--- config.mk ---
export PLATFORM = sky130hd
export DESIGN_NAME = sinc3_phase_decimator
export DESIGN_NICKNAME = d
export VERILOG_FILES = /design/src/rtl/s3d_pkg.sv /design/src/rtl/s3d_bit_delay.sv /design/src/rtl/s3d_integrator.sv /design/src/rtl/s3d_comb.sv /design/src/rtl/sinc3_phase_decimator.sv
export SDC_FILE = /design/constraint.sdc
export NUM_CORES = 1
export LEC_CHECK = 0
export BUFFER_PORTS_ARGS = -buffer_cell sky130_fd_sc_hd__buf_2
export CAP_MARGIN = 20
export CORE_ASPECT_RATIO = 1.2
export CORE_UTILIZATION = 55
export CTS_CLUSTER_DIAMETER = 60
export DETAILED_ROUTE_END_ITERATION = 8
export GPL_ROUTABILITY_DRIVEN = 0
export PLACE_DENSITY_LB_ADDON = 0.3
export SYNTH_ARGS = -nofsm -noshare
export SYNTH_HDL_FRONTEND = slang
export SYNTH_SLANG_ARGS = --single-unit
--- constraint.sdc ---
create_clock -name clk -period 23.2 [get_ports clk]
set_clock_uncertainty 0.1 [all_clocks]
set_input_delay 2.32 -clock clk [delete_from_list [all_inputs] [get_ports clk]]
set_output_delay 2.32 -clock clk [all_outputs]
set_load 0.02 [all_outputs]
--- src/rtl/s3d_pkg.sv ---
package s3d_pkg;
  // number of integrator and comb sections
  localparam int STAGES      = 3;
  // words flagged unsettled after reset or a trim change
  localparam int SETTLE_OUTS = 3;
  localparam int STW         = 2;

  // accumulator width: log2(DEC^3) bits of gain plus sign and headroom for +full scale
  function automatic int acc_width(input int cw);
    return STAGES * cw + 2;
  endfunction
endpackage

--- src/rtl/s3d_bit_delay.sv ---
module s3d_bit_delay #(
  parameter int DEPTH = 128,
  parameter int TW    = $clog2(DEPTH)
) (
  input  logic          clk,
  input  logic          rst_n,
  input  logic          en,
  input  logic          din,
  input  logic [TW-1:0] tap,
  output logic          dout
);
  logic [DEPTH-1:0] sr_q, sr_d;

  always_comb begin
    sr_d = sr_q;
    if (en) sr_d = {sr_q[DEPTH-2:0], din};
  end

  always_ff @(posedge clk or negedge rst_n) begin
    if (!rst_n) sr_q <= '0;
    else        sr_q <= sr_d;
  end

  // slot k holds the sample accepted k+1 enables ago
  assign dout = sr_q[tap];

  a_r8_line_hold: assert property (@(posedge clk) disable iff (!rst_n)
    !en |=> $stable(sr_q));
endmodule

--- src/rtl/s3d_integrator.sv ---
module s3d_integrator
  import s3d_pkg::*;
#(
  parameter int AW = 23
) (
  input  logic          clk,
  input  logic          rst_n,
  input  logic          en,
  input  logic          bit_in,
  output logic [AW-1:0] acc_out
);
  logic [STAGES-1:0][AW-1:0] st_q, st_d;
  logic [AW-1:0]             step;

  always_comb begin
    step = bit_in ? AW'(1) : {AW{1'b1}};
    st_d = st_q;
    if (en) begin
      st_d[0] = st_q[0] + step;
      for (int s = 1; s < STAGES; s++) st_d[s] = st_q[s] + st_q[s-1];
    end
  end

  always_ff @(posedge clk or negedge rst_n) begin
    if (!rst_n) st_q <= '0;
    else        st_q <= st_d;
  end

  assign acc_out = st_q[STAGES-1];

  a_r8_integrators_hold: assert property (@(posedge clk) disable iff (!rst_n)
    !en |=> $stable(st_q));
endmodule

--- src/rtl/s3d_comb.sv ---
module s3d_comb
  import s3d_pkg::*;
#(
  parameter int DEC = 128,
  parameter int AW  = 23,
  parameter int OW  = 24
) (
  input  logic          clk,
  input  logic          rst_n,
  input  logic          fire,
  input  logic [AW-1:0] acc_in,
  output logic [OW-1:0] y_out
);
  localparam int FS = DEC * DEC * DEC;

  logic [STAGES-1:0][AW-1:0] dly_q, dly_d;
  logic [OW-1:0]             y_q, y_d;
  logic [AW-1:0]             run;

  always_comb begin
    dly_d = dly_q;
    y_d   = y_q;
    run   = acc_in;
    for (int s = 0; s < STAGES; s++) begin
      if (fire) dly_d[s] = run;
      run = run - dly_q[s];
    end
    if (fire) y_d = {{(OW-AW){run[AW-1]}}, run};
  end

  always_ff @(posedge clk or negedge rst_n) begin
    if (!rst_n) begin
      dly_q <= '0;
      y_q   <= '0;
    end else begin
      dly_q <= dly_d;
      y_q   <= y_d;
    end
  end

  assign y_out = y_q;

  a_r2_word_bound: assert property (@(posedge clk) disable iff (!rst_n)
    fire |=> (($signed(y_out) <= FS) && ($signed(y_out) >= -FS)));
endmodule

--- src/rtl/sinc3_phase_decimator.sv ---
module sinc3_phase_decimator
  import s3d_pkg::*;
#(
  parameter int DEC = 128,
  parameter int OW  = 24,
  parameter int PW  = 8
) (
  input  logic          clk,
  input  logic          rst_n,
  input  logic          smp_en,
  input  logic          v_bit,
  input  logic          i_bit,
  input  logic [PW-1:0] phase_trim,
  output logic [OW-1:0] v_word,
  output logic [OW-1:0] i_word,
  output logic          word_vld,
  output logic          word_settled
);
  localparam int CW  = $clog2(DEC);
  localparam int AW  = acc_width(CW);
  localparam int LTW = CW + 1;
  localparam int NCH = 2;

  // reset: asynchronous assertion, synchronous release
  logic [1:0] rst_pipe;
  logic       rst_sn;

  always_ff @(posedge clk or negedge rst_n) begin
    if (!rst_n) rst_pipe <= '0;
    else        rst_pipe <= {rst_pipe[0], 1'b1};
  end
  assign rst_sn = rst_pipe[1];

  // shared phase counter, trim register and settle tracking
  logic [CW-1:0]  cnt_q, cnt_d;
  logic [PW-1:0]  pc_q, pc_d;
  logic [STW-1:0] sc_q, sc_d;
  logic           set_q, set_d;
  logic           vld_q, vld_d;
  logic           boundary, pc_change;

  always_comb begin
    boundary  = smp_en && (cnt_q == CW'(DEC-1));
    pc_change = boundary && (phase_trim != pc_q);
    cnt_d     = smp_en ? cnt_q + CW'(1) : cnt_q;
    pc_d      = boundary ? phase_trim : pc_q;
    vld_d     = boundary;
    sc_d      = sc_q;
    set_d     = set_q;
    if (boundary) begin
      set_d = (sc_q == STW'(SETTLE_OUTS));
      if (pc_change)                        sc_d = '0;
      else if (sc_q != STW'(SETTLE_OUTS))   sc_d = sc_q + STW'(1);
    end
  end

  always_ff @(posedge clk or negedge rst_sn) begin
    if (!rst_sn) begin
      cnt_q <= '0;
      pc_q  <= '0;
      sc_q  <= '0;
      set_q <= 1'b0;
      vld_q <= 1'b0;
    end else begin
      cnt_q <= cnt_d;
      pc_q  <= pc_d;
      sc_q  <= sc_d;
      set_q <= set_d;
      vld_q <= vld_d;
    end
  end

  // delay lines: voltage fixed at DEC samples, current at DEC - trim samples
  logic [LTW-1:0] cur_tap;
  logic [NCH-1:0] dl_bit;

  assign cur_tap = LTW'(DEC-1) - LTW'(pc_q);

  s3d_bit_delay #(.DEPTH(DEC)) u_vdly (
    .clk  (clk),
    .rst_n(rst_sn),
    .en   (smp_en),
    .din  (v_bit),
    .tap  (CW'(DEC-1)),
    .dout (dl_bit[0])
  );

  s3d_bit_delay #(.DEPTH(2*DEC)) u_idly (
    .clk  (clk),
    .rst_n(rst_sn),
    .en   (smp_en),
    .din  (i_bit),
    .tap  (cur_tap),
    .dout (dl_bit[1])
  );

  // one integrator/comb pair per channel
  logic [NCH-1:0][OW-1:0] words;

  for (genvar c = 0; c < NCH; c++) begin : g_ch
    logic [AW-1:0] acc;

    s3d_integrator #(.AW(AW)) u_int (
      .clk    (clk),
      .rst_n  (rst_sn),
      .en     (smp_en),
      .bit_in (dl_bit[c]),
      .acc_out(acc)
    );

    s3d_comb #(.DEC(DEC), .AW(AW), .OW(OW)) u_comb (
      .clk   (clk),
      .rst_n (rst_sn),
      .fire  (boundary),
      .acc_in(acc),
      .y_out (words[c])
    );
  end

  assign v_word       = words[0];
  assign i_word       = words[1];
  assign word_vld     = vld_q;
  assign word_settled = set_q;

  a_r3_single_pulse: assert property (@(posedge clk) disable iff (!rst_sn)
    word_vld |=> !word_vld);

  a_r6_trim_hold: assert property (@(posedge clk) disable iff (!rst_sn)
    !boundary |=> $stable(pc_q));

  a_r7_flag_hold: assert property (@(posedge clk) disable iff (!rst_sn)
    !word_vld |-> $stable(word_settled));

  a_r8_words_hold: assert property (@(posedge clk) disable iff (!rst_sn)
    !word_vld |-> ($stable(v_word) && $stable(i_word)));
endmodule

==> results of run 1 <==
==> final timing paths <==
path	startpoint	to	cells after the start
worst max-delay path	pc_q[0]$_DFFE_PN0P_	g_ch[1].u_int.st_q[22]$_DFFE_PN0P_	17
worst min-delay path	rst_pipe[1]$_DFF_PN0_	u_vdly.sr_q[27]$_DFFE_PN0P_	0
worst max register to register	pc_q[0]$_DFFE_PN0P_	g_ch[1].u_int.st_q[22]$_DFFE_PN0P_	17
worst min register to register	rst_pipe[1]$_DFF_PN0_	u_vdly.sr_q[27]$_DFFE_PN0P_	0
max in group asynchronous	rst_pipe[1]$_DFF_PN0_	word_settled$_DFFE_PN0P_	4
min in group clk	rst_pipe[0]$_DFF_PN0_	rst_pipe[1]$_DFF_PN0_	0
==> through the flow <==
step	instances	instance area (µm²)	worst slack, ns	total power (µW)	utilization
6_report	4809	44700	16.16	5280	0.606
5_1_grt	4809	44700	15.44	5710	0.606
4_1_cts	4809	44700	16.03	5320	0.606
3_5_place_dp	4675	42300	16.07	4090	0.573
3_3_place_gp	4675	42300	16.14	4040	0.573
2_1_floorplan	3735	41000	1.34	3640	-
==> area by class of cell <==
cell class	count	area, µm²
Clock buffer	119	2240
Clock inverter	15	196
Fill cell	6011	29100
Inverter	223	842
Multi-Input combinational cell	2646	21500
Sequential cell	727	18200
Tap cell	999	1250
Timing Repair Buffer	80	493
==> cell families (layout without fill, tap and decap cells) <==
kind of cell	Yosys count	in the layout	share of synthesized area
AOI/OAI and AO/OA	826	826	0.127
and+or+nand+nor	759	759	0.0858
DFF	727	727	0.443
muxes	567	567	0.178
buffers and inverters	362	437	0.0336
adders and majority gates	276	276	0.0863
xor gates and xnor gates	217	217	0.0463
other	1	1	0.0000914
==> worst max-delay path, stage by stage, from the launching register on <==
cell	delay, ns
dfrtp_4	0.85
buf_4	0.63
mux4_2	0.58
mux4_2	0.48
mux4_2	0.51
mux4_2	0.51
inv_2	0.37
ha_1	0.37
a211oi_1	0.26
nor2_1	0.11
o41ai_1	0.47
o2111ai_1	0.28
a311oi_1	0.55
a41oi_1	0.18
a21oi_1	0.21
xnor2_1	0.13
nand2_1	0.08
xnor2_1	0.16
==> layer usage <==
metal | vias to the layer above | wire, µm
met5 | - | 0
met4 | 0 | 1980
met3 | 111 | 2060
met2 | 313 | 35700
met1 | 13400 | 35000
li1 | 13500 | -
==> state kept, by name, indices dropped and copies added (netlist names) <==
signal,count
pc_q,8
sc_q,2
u_idly.sr_q,256
g_ch.u_int.st_q,92
cnt_q,7
g_ch.u_comb.y_out,46
u_vdly.sr_q,128
g_ch.u_int.acc_out,46
word_settled,1
rst_pipe,2
g_ch.u_comb.dly_q,138
word_vld,1
==> report_power, final <==
group          leakage, µW  switching (µW)  internal, µW
Clock              0.00120             501           692
Sequential         0.00916             175          1460
Combinational       0.0112            1300          1160
Total               0.0215            1970          3310
==> layout by cell type, fill, tap and decap left out, types with 29 or more instances in the layout <==
cell	n
o21a_1	43
dfrtp_1	723
mux2_2	477
inv_1	220
a21o_1	79
a21oi_1	189
clkbuf_16	77
nand3_1	50
buf_2	61
a211oi_1	29
xnor2_1	139
nand2b_1	33
and3_1	34
mux4_2	82
nor3_1	63
ha_1	264
nor2_1	127
nor2b_1	29
nand2_1	326
xor2_1	78
o21ai_0	270
==> results.ini, run 1 <==
[critical_path]
arrival_ns = 7.43
critPathCaptureType = flop
timing_worst_setup_path_type = reg2reg
cp-start-kind = flop
cp_max_fo = 35
r2r_slack_ns = 16.16
cp.required_ns = 23.58

[cts]
clk_latency_ns = 0.61
cts_hold_buf = 0
cts-htree-levels = 3
cts_buffers = 77
cts_setup_buffers = 0
path_clk_slew_ns = 0.06
cts_buffer_depth = 3
cts.sinks = 727
tritoncts = built
cts_root_buffer = clkbuf_16
cts-resized-gates = 0

[route]
ant_nets = 0
drcViolationCount = 0
vias = 27300
drt_iter0_markers = 1398
wl_mm = 74.8
via_per_inst = 5.68
drtPass1Iterations = 5
wl_per_cell_um = 15.6

[sta]
max_freq_mhz = 142
grt_setup_unrepaired = no
hold_viol_final = 0
drv_slew = 0
fin_crit_ns = 7.04
finalCritPeriodShare = 0.304
setup_viol = 0
fin_setup_tns_ns = 0
whs_ns = 0.249
worst_pin_slew_ns = 1.07
relSlewSlack = 0.289

[floorplanning]
start_util = 0.556
die_x_um = 251
die-area_um2 = 75700
die_y_um = 301
num_rows = 109
core-area_um2 = 73800
ios = 63

[global_route]
grt_util_met2 = 0.337
grt_use_total = 0.202
grt_pass1_vias = 26800
grt_start_max_net_pins = 190
antenna_found_initial = 0
grt_overflow_total = 0
use_met1 = 0.275
grt_util_met3 = 0.0249
busiest_layer = met2
grt_pass1_wl_mm = 129

[yosys]
netlist_area_um2 = 41000
syn_inst = 3735
synth-seq-cells = 727
synthTopCellsByCount = dfrtp_1, mux2_2, nand2_1, o21ai_0, ha_1
synth_most_common_cell = dfrtp_1
synth_nets = 4024
synth_top_area_cell = dfrtp_1
synth_edf_count = 0
synth_seq_area_share = 0.443
ys_types = 71
synth_warnings = 0
ys.flop_type = dfrtp_1
syn_avg_cell_area_um2 = 11.0
synthArstFlopShare = 1.00
synth.top_cell.area_share = 0.443
synthTopCellsByArea = dfrtp_1, mux2_2, ha_1, mux4_2, o21ai_0

[placed_design]
io_buffers = 62
post-dp-hpwl_mm = 50.5

[cells_and_area]
nNetsFinal = 4044
area_growth_pct = 8.93
drive_above_1_share = 0.204
antenna_cells = 0

[power_and_ir_drop]
powerDensity_nw_per_um2 = 118
peakVddDrop_mv = 0.0838
leakagePower_uw = 0.0215

[status]
outcome = finished, final reports clean

[min_path]
hold_path.class = reg2async

[run]
cap_violations = 0

Power figures use the tool's default switching activity.
==> inputs of run 2 (changes only) <==
clock period = 6.26 ns   (was 23.2 ns; I/O delays follow)
==> run 2 against run 1 <==
Against the previous run:
- critical path depth is 14 higher
- worst setup slack worse by 16 ns
- routed wire length grew 3.1%
- final cell count is 1.2% higher
- worst hold slack worse by 0.13 ns
- sequential power increased to 3.7 times the previous value
- clock power increased to 4.1 times the previous value
- sequential share of layout area is 0.87 points lower
- combinational power grew to 3.8 times the previous value
- via count up 1.6%
- largest cell class unchanged
- final area increased by 2.2%
- flip-flop and latch count did not move
==> results.ini, run 2 (same netlist as run 1, synthesis figures left out) <==
[placed_design]
dpl_worst_slack_ns = -0.0130  ; -16.08 ns
placedCellCount = 4714  ; +0.83%
placedInstanceArea_um2 = 42600  ; +0.90%
post-dp-hpwl_mm = 51.6  ; +2.2%
io_buffers = 62  ; unchanged

[cts]
cts_root_buffer = clkbuf_16
cts_buffer_depth = 3  ; unchanged
path_clk_slew_ns = 0.06  ; about the same
cts.sinks = 727  ; unchanged
cts_buffers = 80  ; +3.9%
clk_latency_ns = 0.62  ; about the same
tritoncts = built
cts-htree-levels = 3  ; unchanged

[power_and_ir_drop]
leakagePower_uw = 0.0220  ; +2.0%
total_power_uw = 20300  ; +280%
powerDensity_nw_per_um2 = 444  ; +280%
peakVddDrop_mv = 0.272  ; +220%

[cells_and_area]
final_cell_mix = dfrtp_1, mux2_2, nand2_1, o21ai_0, ha_1
final_common_cell = dfrtp_1
finalNonFillerCells = 4868  ; +1.2%
fin_area_um2 = 45700  ; +2.2%
fillers = 5852  ; -2.6%
largest_reg_flops = 256  ; unchanged
regMostFlops = u_idly.sr_q
register_area_um2 = 18200  ; about the same
nNetsFinal = 4095  ; +1.3%
multi_input_area_um2 = 21700  ; +0.90%
finalCoreUtilization = 0.619  ; +0.0132
drive_above_1_share = 0.224  ; +0.0199
antenna_cells = 0  ; unchanged
area_growth_pct = 11.3
top_regs = u_idly.sr_q (256), g_ch.u_comb.dly_q (138), u_vdly.sr_q (128)

[route]
wl_per_cell_um = 15.8  ; +1.9%
drcViolationCount = 0  ; unchanged
wl_mm = 77.1  ; +3.1%
vias = 27800  ; +1.6%
ant_nets = 0  ; unchanged
via_per_inst = 5.70  ; +0.42%
drt_iter0_markers = 1455  ; +4.1%
drtPass1Iterations = 5  ; unchanged

[critical_path]
worst_r2r_path_depth = 31  ; +14
cp.required_ns = 6.66  ; -16.92 ns
cp.depth = 31  ; +14
cpPeakStageDelay_ns = 0.42  ; -0.43 ns
cp_num_buf_inv = 2  ; unchanged
crit_slowest_cell = or3_4
rr_endpoint = g_ch[0].u_comb.y_out[22]$_DFFE_PN0P_
r2r_slack_ns = 0.29  ; -15.87 ns
timing_worst_setup_path_type = reg2reg
critPathCaptureType = flop
crit_path_end = g_ch[0].u_comb.y_out[22]$_DFFE_PN0P_
cp_max_fo = 4  ; -89%
cp-startpoint = g_ch[0].u_int.acc_out[0]$_DFFE_PN0P_
reg2reg_from = g_ch[0].u_int.acc_out[0]$_DFFE_PN0P_
cpLargestDelayFamily = compound AO/OA/AOI/OAI gates
cp-start-kind = flop
arrival_ns = 6.37  ; -1.06 ns

[global_route]
antenna_found_initial = 0  ; unchanged
grt_use_total = 0.207  ; +0.00474
grt_pass1_wl_mm = 132  ; +2.5%
grt_overflow_total = 0  ; unchanged
grt_start_max_net_pins = 192  ; +1.1%
grt_pass1_vias = 27400  ; +2.1%

[floorplanning]
die_y_um = 301  ; unchanged
die-area_um2 = 75700  ; unchanged
core-area_um2 = 73800  ; unchanged
die_x_um = 251  ; unchanged
start_util = 0.556  ; unchanged
ios = 63  ; unchanged
num_rows = 109  ; unchanged

[min_path]
hold_path.class = in2reg

[sta]
setup_viol = 0  ; unchanged
worst_pin_slew_ns = 0.997  ; -0.0690 ns
setup_slack_ns = 0.290  ; -15.87 ns
relSlewSlack = 0.335  ; +0.0460
drv_slew = 0  ; unchanged
finalCritPeriodShare = 0.954  ; +0.650
max_freq_mhz = 168  ; +18%
hold_viol_final = 0  ; unchanged
fin_crit_ns = 5.97  ; -1.07 ns

[status]
outcome = finished, final reports clean

[run]
cap_violations = 0  ; unchanged

## run 2: how the worst min path moves through the flow
| stage | start | to | slack (ns) | depth (start not counted) |
|---|---|---|---|---|
| after global placement | rst_pipe[0]$_DFF_PN0_ | rst_pipe[1]$_DFF_PN0_ | 0.24 | 0 |
| after floorplan | rst_n | rst_pipe[0]$_DFF_PN0_ | 0.23 | 0 |
| after CTS | phase_trim[1] | pc_q[1]$_DFFE_PN0P_ | 0.09 | 3 |
| after detailed placement | rst_pipe[0]$_DFF_PN0_ | rst_pipe[1]$_DFF_PN0_ | 0.24 | 0 |
| final | phase_trim[1] | pc_q[1]$_DFFE_PN0P_ | 0.12 | 3 |
| after global routing | phase_trim[7] | pc_q[7]$_DFFE_PN0P_ | 0.12 | 3 |
## run 2: through the flow
stage	hold WS, ns	setup TNS (ns)
3_5_place_dp	0.244	-0.0130
3_3_place_gp	0.237	0
4_1_cts	0.0927	0
5_1_grt	0.120	-0.0924
2_1_floorplan	0.230	-622.41
6_report	0.120	0
## run 2: tightest hold or removal path, cell delays in order
cell and delay [ns]:
buf_2 0.09, nand2_1 0.04, nand2_1 0.04
## run 2: layer usage
layer	vias up	global-route usage	wire (µm)
met2	331	0.354	37800
met4	0	0.0629	1590
met5	-	0	0
li1	13600	-	-
met1	13700	0.276	35700
met3	103	0.0254	2110
## run 2: timing repair
action / 4_1_cts / 5_1_grt
hold buffers: 1 / 0
pin swaps: 0 / 30
setup buffers: 0 / 8
endpoints found under the setup margin: 1 / 11
resized for setup: 3 / 40
hold endpoints to repair: 2 / 0
## run 2: report_power, final
part	leakage (µW)	switching [µW]	total, µW	internal, µW
registers	0.00916	655	6060	5400
clock network	0.00134	1920	4840	2920
logic	0.0115	4920	9360	4450
## run 2: final cells by class
cell class / instances / share of cell area
Multi-Input combinational cell: 2646 / 0.474
Sequential cell: 727 / 0.399
Tap cell: 999 / 0.0274
Clock buffer: 122 / 0.0531
Timing Repair Buffer: 128 / 0.0216
Inverter: 223 / 0.0184
Clock inverter: 23 / 0.00657
==> inputs of run 3 (changes only) <==
CORE_ASPECT_RATIO = default   (was 1.2)
==> run 3 against run 2 <==
Against the previous run:
- the flow now finishes with violations (DRC)
- largest power group unchanged
- sequential power barely moved
- register-to-register slack got worse by 0.05 ns
- maximum frequency fell by 0.87%
- final cell count fell by 0.66%
- via count fell by 2.4%
==> results.ini, run 3 (same netlist as run 1, synthesis figures left out) <==
[status]
outcome = finished with violations
violations = DRC

[cts]
cts_buffer_depth = 3  ; unchanged
cts-htree-levels = 3  ; unchanged
cts_buffers = 83  ; +3.8%
path_clk_slew_ns = 0.06  ; about the same
clk_latency_ns = 0.63  ; about the same
cts_root_buffer = clkbuf_16
tritoncts = built
cts.sinks = 727  ; unchanged

[critical_path]
path_common_cell = a21oi_2
cp-start-kind = flop
cp.required_ns = 6.67  ; about the same
critPathCaptureType = flop
cpPeakStageDelay_ns = 0.41  ; about the same
arrival_ns = 6.43  ; +0.06 ns
cp_max_fo = 4  ; unchanged
crit_slowest_cell = or3_4
timing_worst_setup_path_type = reg2reg

[sta]
max_freq_mhz = 166  ; -0.87%
fin_crit_ns = 6.02  ; +0.0525 ns
whs_ns = 0.120  ; -0.000720 ns
hold_viol_final = 0  ; unchanged
setup_viol = 0  ; unchanged
drv_slew = 0  ; unchanged
grt_setup_unrepaired = yes
worst_pin_slew_ns = 1.16  ; +0.163 ns
finalCritPeriodShare = 0.962  ; +0.00839
relSlewSlack = 0.227  ; -0.109

[cells_and_area]
antenna_cells = 0  ; unchanged
area_growth_pct = 11.6
drive_above_1_share = 0.229  ; +0.00470
nNetsFinal = 4097  ; +0.049%
largest_reg_flops = 256  ; unchanged
final_common_cell = dfrtp_1
regMostFlops = u_idly.sr_q
finalCoreUtilization = 0.624  ; +0.00530
top_regs = u_idly.sr_q (256), g_ch.u_comb.dly_q (138), u_vdly.sr_q (128)
final_cell_mix = dfrtp_1, mux2_2, nand2_1, o21ai_0, ha_1
fillers = 5745  ; -1.8%

[floorplanning]
die_x_um = 275  ; +9.5%
die_y_um = 275  ; -8.7%
start_util = 0.560  ; +0.00343
num_rows = 99  ; -9.2%
die-area_um2 = 75700  ; about the same
ios = 63  ; unchanged
core-area_um2 = 73300  ; -0.61%

[power_and_ir_drop]
powerDensity_nw_per_um2 = 446  ; +0.51%
intPower_uw = 13000  ; +1.8%
clockPowerShare = 0.251  ; +0.012
switchingPower_uw = 7400  ; -1.1%
seq_power_share = 0.296  ; -0.003
total_power_uw = 20400  ; +0.75%
leakagePower_uw = 0.0221  ; +0.47%
peakVddDrop_mv = 0.224  ; -18%
pwr-share-comb = 0.453  ; -0.009
swShare = 0.363  ; -0.00685

[global_route]
grt_start_max_net_pins = 198  ; +3.1%
grt_pass1_vias = 26700  ; -2.6%
antenna_found_initial = 0  ; unchanged
grt_overflow_total = 0  ; unchanged
grt_use_total = 0.194  ; -0.0132
grt_pass1_wl_mm = 125  ; -5.7%

[route]
vias = 27100  ; -2.4%
drt_iter0_markers = 1463  ; +0.55%
wl_per_cell_um = 14.9  ; -6.2%
ant_nets = 0  ; unchanged
drcViolationCount = 5  ; +5
wl_mm = 71.9  ; -6.8%
via_per_inst = 5.60  ; -1.8%
drtPass1Iterations = 9  ; +4

[min_path]
hold_path.class = in2reg

[run]
cap_violations = 0  ; unchanged

[placed_design]
post-dp-hpwl_mm = 47.6  ; -7.7%
io_buffers = 62  ; unchanged

-- run 3: cell types whose count changed in the layout (fill, tap and decap cells not counted), sizes merged --
cell,before,now
bufinv,6,11
clkinvlp,2,4
clkbuf,122,114
clkinv,13,21
buf,127,126
inv,225,227
-- run 3: path summary, 6_finish.rpt --
kind / startpoint / to / slack (ns) / cells past startpoint
max: g_ch[0].u_int.acc_out[0]$_DFFE_PN0P_ / g_ch[0].u_comb.y_out[22]$_DFFE_PN0P_ / 0.24 / 30
max reg2reg: g_ch[0].u_int.acc_out[0]$_DFFE_PN0P_ / g_ch[0].u_comb.y_out[22]$_DFFE_PN0P_ / 0.24 / 30
min: v_bit / u_vdly.sr_q[0]$_DFFE_PN0P_ / 0.12 / 2
max in group asynchronous: rst_pipe[1]$_DFF_PN0_ / u_idly.sr_q[188]$_DFFE_PN0P_ / 4.15 / 2
min reg2reg: rst_pipe[1]$_DFF_PN0_ / u_vdly.sr_q[84]$_DFFE_PN0P_ / 0.25 / 0
min in group asynchronous: rst_pipe[1]$_DFF_PN0_ / u_vdly.sr_q[84]$_DFFE_PN0P_ / 0.25 / 0
-- run 3: cell type report --
type	instances	area, µm²	area share
Multi-Input combinational cell	2646	21700	0.473
Clock inverter	40	572	0.0125
Sequential cell	727	18200	0.398
Timing Repair Buffer	127	923	0.0202
Tap cell	959	1200	0.0262
Inverter	223	842	0.0184
Clock buffer	114	2390	0.0523
-- run 3: per-layer routing --
metal | part of all wire | global-route usage | up-vias
li1 | - | - | 13600
met1 | 0.47 | 0.259 | 13000
met2 | 0.47 | 0.324 | 333
met3 | 0.032 | 0.0327 | 114
met4 | 0.024 | 0.0567 | 0
met5 | 0 | 0 | -
-- run 3: power groups by stage --
| stage | clock (µW) | sequential, µW | combinational [µW] |
|---|---|---|---|
| 2_1_floorplan | 0 | 5960 | 7510 |
| 3_3_place_gp | 0 | 6090 | 8890 |
| 3_5_place_dp | 0 | 6120 | 9050 |
| 4_1_cts | 5260 | 6040 | 9160 |
| 5_1_grt | 5450 | 6160 | 10400 |
| 6_report | 5120 | 6040 | 9250 |
-- run 3: repair_timing --
action                                  4_1_cts  5_1_grt
buffers inserted                              0        5
endpoints found under the setup margin        1        7
hold buffers                                  1        0
resized for setup                             5       38
pin swaps                                     0       24
hold endpoints to repair                      2        0
-- run 3: metrics by stage --
| step | setup slack, ns | TNS (ns) | instance area [µm²] | instances |
|---|---|---|---|---|
| floorplan | -0.859 | -622.41 | 41000 | 3735 |
| global placement | -0.0237 | -0.0237 | 42600 | 4676 |
| detailed placement | -0.134 | -0.134 | 42600 | 4676 |
| CTS | 0.00779 | 0 | 45600 | 4831 |
| global route | -0.104 | -0.157 | 45800 | 4836 |
| finish | 0.238 | 0 | 45800 | 4836 |
-- run 3: worst max-delay path: cells and delay by family (launching register included) --
family | cells | cell delay, ns
AOI/OAI and AO/OA | 13 | 2.42
and+or+nand+nor | 9 | 1.71
buffers and inverters | 1 | 0.09
xor gates and xnor gates | 2 | 0.19
adders and majority gates | 4 | 0.86
muxes | 1 | 0.15
DFF | 1 | 0.38
